===== src/rtl/wdog_pkg.sv =====
// Package: shared types and helpers for the watchdog.
// Assumes: the postscaler select is an unsigned power-of-two exponent.
package wdog_pkg;

    // Clear sources, gathered so they can be reduced in one place
    typedef struct packed {
        logic instr;
        logic sleep;
        logic freq;
        logic fail;
    } wdog_clr_t;

    // True when any clear source is active
    function automatic logic wdog_any_clear(input wdog_clr_t c);
        return c.instr | c.sleep | c.freq | c.fail;
    endfunction

endpackage


===== src/rtl/wdog_clear_gen.sv =====
// Module: merges every count-clearing event into a single clear.
// A change of the oscillator frequency select is found by comparing the
// input with a copy registered one cycle earlier.
// Assumes: the other sources are one-cycle pulses synchronous to clk.
module wdog_clear_gen
    import wdog_pkg::*;
#(
    parameter int FSEL_W = 3
) (
    input  logic              clk,
    input  logic              rst_n,
    input  logic [FSEL_W-1:0] fsel,
    input  logic              clr_wdt,
    input  logic              sleep_enter,
    input  logic              clk_fail,
    output logic              clr_any
);

    logic [FSEL_W-1:0] fsel_q;
    wdog_clr_t         src;

    // Keep the previous frequency select; reset loads the live value so reset makes no clear of its own
    always_ff @(posedge clk) begin
        fsel_q <= fsel;
    end

    // Collect the clear sources
    always_comb begin
        src.instr = clr_wdt;
        src.sleep = sleep_enter;
        src.freq  = rst_n && (fsel != fsel_q);
        src.fail  = clk_fail;
    end

    // Reduce to one clear
    assign clr_any = wdog_any_clear(src);

endmodule


===== src/rtl/wdog_prescale.sv =====
// Module: fixed divider from oscillator ticks to base-period pulses.
// Emits base_pulse in the cycle that samples the last tick of a period.
// Assumes: PRE_DIV >= 2; a clear or disable has priority over counting.
module wdog_prescale #(
    parameter int PRE_DIV = 128
) (
    input  logic clk,
    input  logic rst_n,
    input  logic en,
    input  logic clr,
    input  logic tick,
    output logic base_pulse
);

    localparam int            CNT_W = $clog2(PRE_DIV);
    localparam logic [CNT_W-1:0] LAST = CNT_W'(PRE_DIV - 1);

    logic [CNT_W-1:0] cnt;

    // Final tick of a base period while running and not being cleared
    assign base_pulse = en && !clr && tick && (cnt == LAST);

    // Count ticks, wrap at the end of a period, hold at zero when idle or cleared
    always_ff @(posedge clk) begin
        if (!rst_n || !en || clr) begin
            cnt <= '0;
        end else if (base_pulse) begin
            cnt <= '0;
        end else if (tick) begin
            cnt <= cnt + 1'b1;
        end
    end

endmodule


===== src/rtl/wdog_postscale.sv =====
// Module: counts base periods and flags expiry after 2^sel of them.
// Tap k is true when the low k bits of the count are all ones, so the
// next base pulse completes 2^k periods; tap 0 is always true.
// Assumes: base_pulse is already gated by enable and clear.
module wdog_postscale #(
    parameter int SEL_W = 4
) (
    input  logic             clk,
    input  logic             rst_n,
    input  logic             en,
    input  logic             clr,
    input  logic             base_pulse,
    input  logic [SEL_W-1:0] sel,
    output logic             expire
);

    localparam int TAPS  = 2 ** SEL_W;
    localparam int CNT_W = TAPS - 1;

    logic [CNT_W-1:0] pcnt;
    logic [TAPS-1:0]  tap;

    // One tap per selectable ratio
    for (genvar k = 0; k < TAPS; k++) begin : g_tap
        if (k == 0) begin : g_first
            assign tap[k] = 1'b1;
        end else begin : g_rest
            assign tap[k] = &pcnt[k-1:0];
        end
    end

    // Select the tap and qualify with the base pulse
    assign expire = base_pulse && tap[sel];

    // Count base periods; restart on expiry, clear or disable
    always_ff @(posedge clk) begin
        if (!rst_n || !en || clr || expire) begin
            pcnt <= '0;
        end else if (base_pulse) begin
            pcnt <= pcnt + 1'b1;
        end
    end

endmodule


===== src/rtl/wdog_core.sv =====
// Module: top of the watchdog. Resolves the enable, wires clear generation,
// the prescaler and the postscaler, and routes expiry to a reset or a
// wake-up request registered for one cycle.
// Assumes: osc_tick and all pulses are synchronous to clk; rst_n is the
// device reset and is synchronous, active low.
module wdog_core #(
    parameter int PRE_DIV = 128,
    parameter int SEL_W   = 4,
    parameter int FSEL_W  = 3
) (
    input  logic              clk,
    input  logic              rst_n,
    input  logic              osc_tick,
    input  logic              cfg_en,
    input  logic              sw_en,
    input  logic [SEL_W-1:0]  ps_sel,
    input  logic [FSEL_W-1:0] fsel,
    input  logic              clr_wdt,
    input  logic              sleep_enter,
    input  logic              clk_fail,
    input  logic              asleep,
    output logic              osc_en,
    output logic              rst_req,
    output logic              wake_req
);

    logic en_eff;
    logic clr_any;
    logic base_pulse;
    logic expire;

    // Software bit only matters while the configuration bit is off
    assign en_eff = cfg_en ? 1'b1 : sw_en;
    assign osc_en = en_eff;

    wdog_clear_gen #(
        .FSEL_W (FSEL_W)
    ) i_clear (
        .clk         (clk),
        .rst_n       (rst_n),
        .fsel        (fsel),
        .clr_wdt     (clr_wdt),
        .sleep_enter (sleep_enter),
        .clk_fail    (clk_fail),
        .clr_any     (clr_any)
    );

    wdog_prescale #(
        .PRE_DIV (PRE_DIV)
    ) i_pre (
        .clk        (clk),
        .rst_n      (rst_n),
        .en         (en_eff),
        .clr        (clr_any),
        .tick       (osc_tick),
        .base_pulse (base_pulse)
    );

    wdog_postscale #(
        .SEL_W (SEL_W)
    ) i_post (
        .clk        (clk),
        .rst_n      (rst_n),
        .en         (en_eff),
        .clr        (clr_any),
        .base_pulse (base_pulse),
        .sel        (ps_sel),
        .expire     (expire)
    );

    // Register the request, steered by the sleep state of the expiry cycle
    always_ff @(posedge clk) begin
        if (!rst_n) begin
            rst_req  <= 1'b0;
            wake_req <= 1'b0;
        end else begin
            rst_req  <= expire && !asleep;
            wake_req <= expire && asleep;
        end
    end

endmodule


===== config.mk =====
export PLATFORM = sky130hd
export DESIGN_NAME = wdog_core
export DESIGN_NICKNAME = d
export VERILOG_FILES = /design/src/rtl/wdog_pkg.sv /design/src/rtl/wdog_clear_gen.sv /design/src/rtl/wdog_prescale.sv /design/src/rtl/wdog_postscale.sv /design/src/rtl/wdog_core.sv
export SDC_FILE = /design/constraint.sdc
export NUM_CORES = 1
export LEC_CHECK = 0
export ABC_AREA = 1
export BUFFER_PORTS_ARGS = -buffer_cell sky130_fd_sc_hd__buf_2
export CORE_ASPECT_RATIO = 1.2
export CORE_MARGIN = 5
export CORE_UTILIZATION = 41
export CTS_BUF_LIST = sky130_fd_sc_hd__clkbuf_2
export DETAILED_ROUTE_END_ITERATION = 7
export PLACE_DENSITY = 0.66
export SYNTH_ARGS = -nofsm -noshare
export SYNTH_HDL_FRONTEND = slang
export SYNTH_SLANG_ARGS = --single-unit

===== constraint.sdc =====
create_clock -name clk -period 2.4 [get_ports clk]
set_clock_uncertainty 0.1 [all_clocks]
set_input_delay 0.12 -clock clk [delete_from_list [all_inputs] [get_ports clk]]
set_output_delay 0.12 -clock clk [all_outputs]
set_load 0.01 [all_outputs]

==> results.yml, run 1 <==
detailed_routing:
  dr.pass1.iters: 4
  drt_iter0_drc: 56
  drcViolationCount: 0
  wl_per_cell_um: 10.41
  via_count: 1269
  viasPerCell: 4.683
  routed_wl_um: 2821
  ant_nets: 0
global_routing:
  grt_start_max_net_pins: 16
  first_global_vias: 1220
  grt-ovfl-total: 0
  grt_pass1_wl_um: 5057
  grt_antenna_before_repair: 0
  track_usage_pct: 12.59
cts:
  root_buffer: "clkbuf_2"
  cts_buffers: 3
  cts_tree: "yes"
  cts.sinks: 27
  clk_path_buf_depth: 2
  h-tree-depth: 1
  path_clk_slew_ns: 0.26
  clkLatencyLatePin_ns: 0.37
sta:
  worst_pin_slew_ns: 0.6206
  slew_viol_final: 0
  post-route-period-util_pct: 86.12
  rsz0062_at_grt: "false"
  finalHoldViolCount: 0
  whs_ns: 0.01688
  max_freq_mhz: 483.8
  period_needed_ns: 2.067
  slew_headroom_pct: 58.31
  fin_setup_tns_ns: 0
  final-setup-viol-count: 0
logic_synthesis:
  ys_seq_area_share_pct: 35.44
  synth_warnings: 0
  syn-num-nets: 227
  yosysTopAreaCellShare_pct: 35.44
  synth.area.top_cells: "dfxtp_1 35%, nand2_1 12%, inv_1 7.4%"
  syn_area_um2: 1525
  synth_seq_cells: 27
  syn_area_per_cell_um2: 7.404
  synthCells: 206
  yosysTopAreaCell: "dfxtp_1"
  synth.distinct_cells: 27
die:
  die_x_um: 65.68
  dieArea_um2: 5045
  die_y_um: 76.81
  io_pins: 19
  core-area_um2: 3603
  fp-row-count: 24
  initial_core_util_pct: 42.33
final_layout:
  nets: 254
  drive_above_1_share_pct: 18.97
  area_growth_syn_to_layout_pct: 13.45
  fin_util_pct: 48.02
  stdcell_count: 271
  num_antenna_cells: 0
power_and_ir_drop:
  ir_drop_mv: 0.2028
  p_leak_nw: 0.7694
  powerDensity_nw_per_um2: 402.7
hold_path:
  holdPathStages: 4
  hp-class: "primary input to flop"
setup_path:
  end_kind: "flop"
  crit_fanout: 12
  cp_data_arrival_time_ns: 2.27
  reg2regPathDepth: 15
  worst_setup_path_start_kind: "flop"
  crit_type: "flop to flop"
  required_ns: 2.60
status:
  status: "finished clean"
flow_run:
  drv_cap: 0
place:
  io_buffers: 18
  hpwl_um: 2167
  place_inst: 261
  place.gp.congestion: 0.8294
==> worst paths after layout <==
check | startpoint | slack (ns) | endpoint
hold / removal | ps_sel[3] | 0.02 | rst_req
hold reg to reg | i_post.pcnt[1] | 0.39 | i_post.pcnt[1]
setup reg to reg | i_post.pcnt[0] | 0.33 | i_post.pcnt[0]
setup / recovery | i_post.pcnt[0] | 0.33 | i_post.pcnt[0]
==> per-stage QoR <==
step / instance area [um2] / setup slack (ns) / power (mW)
after floorplan: 1525 / 0.4343 / 0.4953
after global placement: 1639 / 0.3441 / 0.5165
after detailed placement: 1639 / 0.2736 / 0.5172
after CTS: 1719 / 0.2378 / 0.7027
after global routing: 1730 / 0.04793 / 0.7303
final: 1730 / 0.3330 / 0.6968
==> power by group <==
group | internal, mW | switching, mW
Clock | 0.0378 | 0.142
Combinational | 0.0282 | 0.0346
Sequential | 0.453 | 0.00110
Total | 0.519 | 0.178
==> routing by layer <==
layer	share of wire, %	track usage (%)	vias up
met5	0	0	-
met4	3.0	7.469	0
met3	2.0	1.462	7
met2	48	20.86	15
met1	47	15.22	550
li1	-	-	697
==> area by class of cell <==
class | instances | area, um2
Clock buffer | 3 | 15.01
Clock inverter | 1 | 5.005
Fill cell | 371 | 1873
Inverter | 30 | 112.6
Timing Repair Buffer | 24 | 150.1
Multi-Input combinational cell | 147 | 855.8
Sequential cell | 27 | 543.0
Tap cell | 39 | 48.80
==> registers in the layout, indices dropped and copies added, names as in the netlist <==
name / flops
i_clear.fsel_q: 3
i_post.pcnt: 15
wake_req: 1
i_pre.cnt: 7
rst_req: 1
==> Yosys cell counts <==
library cell and instances:
o21bai_1 1, nand3_1 15, nor4_4 1, mux2i_1 1
nand4_1 3, a21oi_2 3, ha_1 5, nand2_2 1
buf_2 1, nor2_2 7, inv_1 30, buf_12 1
o21ai_1 1, dfxtp_1 27, o21ai_0 5, nand2_4 2
a21oi_1 7, nor2_1 26, nor3_1 2, nand3_4 2
nor2_4 3, xor2_1 6, nor3b_1 1, nand2_1 48
nand3b_1 1, xnor2_1 5, nor2_8 1
==> placed cells by master, fill, tap and decap left out, types with 2 or more instances in the layout <==
cell and count:
nand2_1 48, nand3_1 15, xor2_1 6, buf_2 18
a21oi_1 7, nor3_1 2, a21oi_2 3, dlygate4sd3_1 6
nor2_1 26, ha_1 5, inv_1 30, nor2_4 3
dfxtp_1 25, dfxtp_2 2, clkbuf_2 3, xnor2_1 5
o21ai_0 5, nand3_4 2, nand4_1 3, nor2_2 7
==> critical path: stages, from the launching register on <==
cell and delay, ns:
dfxtp_2 0.41, ha_1 0.19, nand3_1 0.15, nor2_1 0.12
nand2_1 0.10, inv_1 0.07, ha_1 0.13, inv_1 0.04
nand4_1 0.07, nand2_1 0.05, a21oi_1 0.11, nand2_1 0.06
nand2_1 0.11, nand2_4 0.09, nand2_8 0.13, a21oi_1 0.05
==> cells by family (layout without fill, tap and decap cells) <==
group / count (synthesis) / in the layout / synth area share [%]
XOR/XNOR: 11 / 11 / 6.316
buffers and inverters: 32 / 58 / 9.024
multiplexers: 1 / 1 / 0.6563
AND/OR/NAND/NOR: 113 / 113 / 37.98
adder cells (fa/ha/maj): 5 / 5 / 4.102
AO/OA/AOI/OAI: 17 / 17 / 6.480
flip-flops: 27 / 27 / 35.44
==> repair_timing <==
action	in CTS	in global routing
hold endpoints to repair	8	0
setup buffers	0	0
endpoints found under the setup margin	0	12
gates resized for setup	0	3
hold buffers	6	0
(Power assumes the default switching activity.)
==> inputs of run 2 (changes only) <==
- HOLD_SLACK_MARGIN: not set -> 0.03
- SLEW_MARGIN: not set -> 10
- SYNTH_HIERARCHICAL: not set -> 1
==> results.yml, run 2 <==
setup_path:
  crit_chain: "ha_1, nand3_2, nor2_4, ha_1, inv_1, nand2_1, nand2_1, a21oi_1, nand2_1, nand2_1, nand2_2, nand2_4, nor2_1"
  worst_setup_path_start_kind: "flop"
  r2r-end: "i_post/pcnt[3]"
  end_kind: "flop"
  crit_family: "simple AND/OR/NAND/NOR gates"
  slowest_stage: "dfxtp_1"
  cp_data_arrival_time_ns: 2.23
  cp_slowest_stage_delay_ns: 0.43
  crit_fanout: 15
  regToRegSetupSlack_ns: 0.33
  r2r-start: "i_post/pcnt[0]"
  timing.critical_path.from: "i_post/pcnt[0]"
  cp_num_buf_inv: 1
  required_ns: 2.56
  reg2regPathDepth: 13
  path_common_cell: "nand2_1"
  crit_type: "flop to flop"
sta:
  fin_setup_tns_ns: 0
  max_freq_mhz: 483.2
  finalHoldViolCount: 0
  slew_viol_final: 0
  rsz0062_at_grt: "false"
  post-route-period-util_pct: 86.22
  final-setup-viol-count: 0
  period_needed_ns: 2.069
  worst_pin_slew_ns: 0.2586
  slew_headroom_pct: 82.66
final_layout:
  reg_top3: "i_post/pcnt x15, i_pre/cnt x7, i_clear/fsel_q x3"
  nFillCells: 371
  nets: 257
  area_growth_syn_to_layout_pct: 14.12
  layout_common_cells: "49 x nand2_1, 29 x nor2_1, 27 x inv_1, 27 x dfxtp_1, 18 x buf_2"
  regMostFlops: "i_post/pcnt"
  drive_above_1_share_pct: 21.70
  num_antenna_cells: 0
  layout_commonest_cell: "nand2_1"
  fin_util_pct: 47.99
  largest_register_ffs: 15
power_and_ir_drop:
  powerDensity_nw_per_um2: 389.1
  ir_drop_mv: 0.2584
  p_leak_nw: 0.7110
place:
  io_buffers: 18
  hpwl_um: 2095
  place.gp.congestion: 0.8477
status:
  status: "finished clean"
cts:
  cts-resized-gates: 0
  clk_path_buf_depth: 2
  cts_setup_buffers: 0
  root_buffer: "clkbuf_2"
  cts_buffers: 3
  path_clk_slew_ns: 0.23
  cts.sinks: 27
  h-tree-depth: 1
  clkLatencyLatePin_ns: 0.33
  cts_tree: "yes"
  ctsHoldBuffers: 6
hold_path:
  hp-class: "primary input to flop"
  whs_endpoint: "wake_req"
  worstHoldStart: "ps_sel[3]"
  holdPathStages: 6
die:
  die_x_um: 65.50
  io_pins: 19
  dieArea_um2: 5017
  initial_core_util_pct: 42.05
  core-area_um2: 3603
  fp-row-count: 24
  die_y_um: 76.60
global_routing:
  grt-ovfl-total: 0
  grt_start_max_net_pins: 16
  grt_antenna_before_repair: 0
  grt_pass1_wl_um: 4974
  track_usage_pct: 11.89
  first_global_vias: 1242
logic_synthesis:
  synth.area.top_cells: "dfxtp_1 36%, nand2_1 12%, nor2_1 7.2%"
  synthCells: 208
  syn-num-nets: 229
  synth-main-ff-cell: "dfxtp_1"
  syn_area_um2: 1515
  yosysTopAreaCell: "dfxtp_1"
  ys_seq_area_share_pct: 35.67
  synth.distinct_cells: 29
  syn_area_per_cell_um2: 7.285
  synth_edf_count: 0
  synth_warnings: 6
  async_flop_share_pct: 0
  yosysMostFrequentCell: "nand2_1"
  yosysTopAreaCellShare_pct: 35.67
  synth_seq_cells: 27
  synth_commonest_cells: "49 x nand2_1, 29 x nor2_1, 27 x dfxtp_1, 27 x inv_1, 13 x nor2_2"
detailed_routing:
  drcViolationCount: 0
  wl_per_cell_um: 9.920
  drt_iter0_drc: 33
  viasPerCell: 4.719
  routed_wl_um: 2718
  dr.pass1.iters: 4
  ant_nets: 0
  via_count: 1293
flow_run:
  drv_cap: 0
-- run 2: report_power, final --
part | switching (mW) | internal, mW
logic | 0.0267 | 0.0267
registers | 0.00141 | 0.452
clock network | 0.122 | 0.0440
total | 0.150 | 0.523
-- run 2: how the worst max path moves through the flow --
stage | slack, ns | cells after the start | endpoint
floorplan | 0.56 | 10 | i_post/pcnt[14]
global placement | 0.38 | 13 | i_post/pcnt[3]
detailed placement | 0.35 | 13 | i_post/pcnt[3]
CTS | 0.33 | 13 | i_post/pcnt[3]
global route | 0.12 | 13 | i_post/pcnt[2]
finish | 0.33 | 13 | i_post/pcnt[3]
-- run 2: cell families after synthesis --
logic type	Yosys count	share of synthesized area (%)
XOR/XNOR	11	6.358
AND/OR/NAND/NOR	121	38.15
flip-flops	27	35.67
adder cells (fa/ha/maj)	5	4.129
AO/OA/AOI/OAI	9	3.799
buffers and inverters	30	8.588
multiplexers	5	3.303
-- run 2: worst min-delay path: stages --
cell and delay [ns]:
buf_2 0.09, nand2_1 0.06, nand2_2 0.10, inv_1 0.05, nand2_1 0.08, nor2_1 0.04
-- run 2: per-layer routing --
layer / wire [um] / share of wire (%) / vias to the layer above / track usage, %
li1: - / - / 692 / -
met1: 1296 / 48 / 581 / 14.30
met2: 1299 / 48 / 18 / 20.97
met3: 104 / 3.8 / 2 / 1.622
met4: 17 / 0.63 / 0 / 4.357
met5: 0 / 0 / - / 0
-- run 2: area by class of cell --
class / instances / area [um2] / share of cell area, %
clock buffer: 4 / 20.02 / 1.158
tap: 39 / 48.80 / 2.822
timing repair buffer: 25 / 170.2 / 9.841
inverter: 28 / 105.1 / 6.078
sequential: 27 / 540.5 / 31.26
multi-input combinational: 151 / 844.6 / 48.84
-- run 2: per-stage QoR --
step	cell area [um2]	setup slack (ns)	hold WS, ns	total power [mW]	cells
global route	1729	0.1204	0.1115	0.7160	274
detailed placement	1649	0.3527	0.1543	0.5085	264
CTS	1729	0.3262	0.07311	0.6878	274
global placement	1649	0.3784	0.1489	0.5075	264
floorplan	1515	0.5556	0.04772	0.4878	208
finish	1729	0.3307	0.1005	0.6729	274
==> inputs of run 3 (changes only) <==
- CELL_PAD_IN_SITES_DETAIL_PLACEMENT: not set -> 1
- CELL_PAD_IN_SITES_GLOBAL_PLACEMENT: not set -> 2
- CORE_UTILIZATION: 41 -> 34
- PLACE_DENSITY: 0.66 -> 0.88
==> results.yml, run 3 (synthesis results as in run 2) <==
status:
  status: "finished clean"
die:
  io_pins: 19
  core-area_um2: 4294
  die_y_um: 83.13
  initial_core_util_pct: 35.29
  die_x_um: 70.94
  fp-row-count: 26
  dieArea_um2: 5897
power_and_ir_drop:
  powerDensity_nw_per_um2: 390.8
  p_leak_nw: 0.7081
  power_mw: 0.6791
  ir_drop_mv: 0.2345
cts:
  cts-resized-gates: 0
  clkLatencyLatePin_ns: 0.35
  h-tree-depth: 1
  cts_tree: "yes"
  clk_path_buf_depth: 2
  path_clk_slew_ns: 0.24
  root_buffer: "clkbuf_2"
  ctsHoldBuffers: 6
  cts.sinks: 27
  cts_buffers: 3
  cts_setup_buffers: 0
detailed_routing:
  highest_layer: "met4"
  dr_wl_met3_um: 86
  via_count: 1316
  ant_nets: 0
  wl_met2_um: 1484
  routed_wl_um: 3044
  wl_per_cell_um: 10.46
  viasPerCell: 4.522
  dr.pass1.iters: 2
  drcViolationCount: 0
  wl_met1_um: 1453
  drt_iter0_drc: 28
final_layout:
  regMostFlops: "i_post/pcnt"
  largest_register_ffs: 15
  drive_above_1_share_pct: 21.70
  area_growth_syn_to_layout_pct: 14.70
  nets: 257
  layout_common_cells: "49 x nand2_1, 29 x nor2_1, 27 x inv_1, 27 x dfxtp_1, 18 x buf_2"
  layout_commonest_cell: "nand2_1"
  num_antenna_cells: 0
  reg_top3: "i_post/pcnt x15, i_pre/cnt x7, i_clear/fsel_q x3"
sta:
  fin_setup_tns_ns: 0
  period_needed_ns: 2.108
  max_freq_mhz: 474.5
  final-setup-viol-count: 0
  worst_pin_slew_ns: 0.2634
  post-route-period-util_pct: 87.82
  slew_viol_final: 0
  finalHoldViolCount: 0
  rsz0062_at_grt: "false"
  slew_headroom_pct: 82.44
global_routing:
  grt-ovfl-total: 0
  first_global_vias: 1344
  grt_antenna_before_repair: 0
  grt_pass1_wl_um: 5554
  track_usage_pct: 11.07
  grt_start_max_net_pins: 16
setup_path:
  crit_end: "i_post/pcnt[2]"
  cp_num_buf_inv: 1
  crit_chain: "ha_1, nand3_2, nor2_4, ha_1, inv_1, nand2_1, nand2_1, a21oi_1, nand2_1, nand2_1, nand2_2, nand2_4, nor2_1"
  crit_type: "flop to flop"
  worst_setup_path_start_kind: "flop"
  r2r-end: "i_post/pcnt[2]"
  cp_slowest_stage_delay_ns: 0.43
  r2r-start: "i_post/pcnt[0]"
  cp_data_arrival_time_ns: 2.27
  regToRegSetupSlack_ns: 0.29
  worst-path-stages: 13
  slowest_stage: "dfxtp_1"
  required_ns: 2.56
  timing.critical_path.from: "i_post/pcnt[0]"
  reg2regPathDepth: 13
  crit_fanout: 15
  end_kind: "flop"
  crit_family: "simple AND/OR/NAND/NOR gates"
  path_common_cell: "nand2_1"
hold_path:
  hp-class: "primary input to flop"
flow_run:
  drv_cap: 0
place:
  place.gp.congestion: 0.7184
  hpwl_um: 2489
  io_buffers: 18
-- run 3: cell count changes in the layout (fill, tap and decap cells not counted) --
cell / delta
buf_12: -1
buf_4: +1
clkbuf_2: -1
clkinv_2: +1
-- run 3: stage by stage --
stage / instance area (um2) / hold slack [ns] / util (%) / instances / setup WS (ns)
6_report: 1738 / 0.09492 / 40.47 / 291 / 0.2923
5_1_grt: 1738 / 0.1186 / 40.47 / 291 / 0.05695
4_1_cts: 1738 / 0.08144 / 40.47 / 291 / 0.2660
3_5_place_dp: 1658 / 0.1502 / 38.61 / 281 / 0.3016
3_3_place_gp: 1658 / 0.1493 / 38.61 / 281 / 0.3573
2_1_floorplan: 1515 / 0.04772 / - / 208 / 0.5556
-- run 3: metal layers --
metal  global-route usage, %  vias up
met1                   13.61      607
li1                        -      693
met5                       0        -
met2                   19.66       14
met3                   1.932        2
met4                   2.735        0
-- run 3: final cells by class --
| cell class | count | area, um2 |
|---|---|---|
| Tap cell | 56 | 70.07 |
| Multi-Input combinational cell | 151 | 844.6 |
| Fill cell | 573 | 2556 |
| Timing Repair Buffer | 25 | 157.7 |
| Inverter | 28 | 105.1 |
| Clock inverter | 1 | 5.005 |
| Sequential cell | 27 | 540.5 |
| Clock buffer | 3 | 15.01 |
-- run 3: worst min-delay path by stage --
stage	slack, ns	from	depth (start not counted)	end
2_1_floorplan	0.05	fsel[0]	0	i_clear/fsel_q[0]
3_3_place_gp	0.15	fsel[0]	1	i_clear/fsel_q[0]
3_5_place_dp	0.15	fsel[0]	1	i_clear/fsel_q[0]
4_1_cts	0.08	ps_sel[3]	6	wake_req
5_1_grt	0.12	ps_sel[3]	6	wake_req
6_report	0.09	ps_sel[3]	6	rst_req
-- run 3: where the power goes --
group          internal, mW  total, mW  switching (mW)
combinational        0.0267     0.0543          0.0276
clock                0.0378      0.171           0.133
sequential            0.453      0.454         0.00128
total                 0.517      0.679           0.162
-- run 3: worst reg2reg max path: stages (launching register included) --
cell,delay [ns]
dfxtp_1,0.43
ha_1,0.26
nand3_2,0.16
nor2_4,0.18
ha_1,0.16
inv_1,0.04
nand2_1,0.05
nand2_1,0.05
a21oi_1,0.11
nand2_1,0.06
nand2_1,0.07
nand2_2,0.08
nand2_4,0.22
nor2_1,0.07
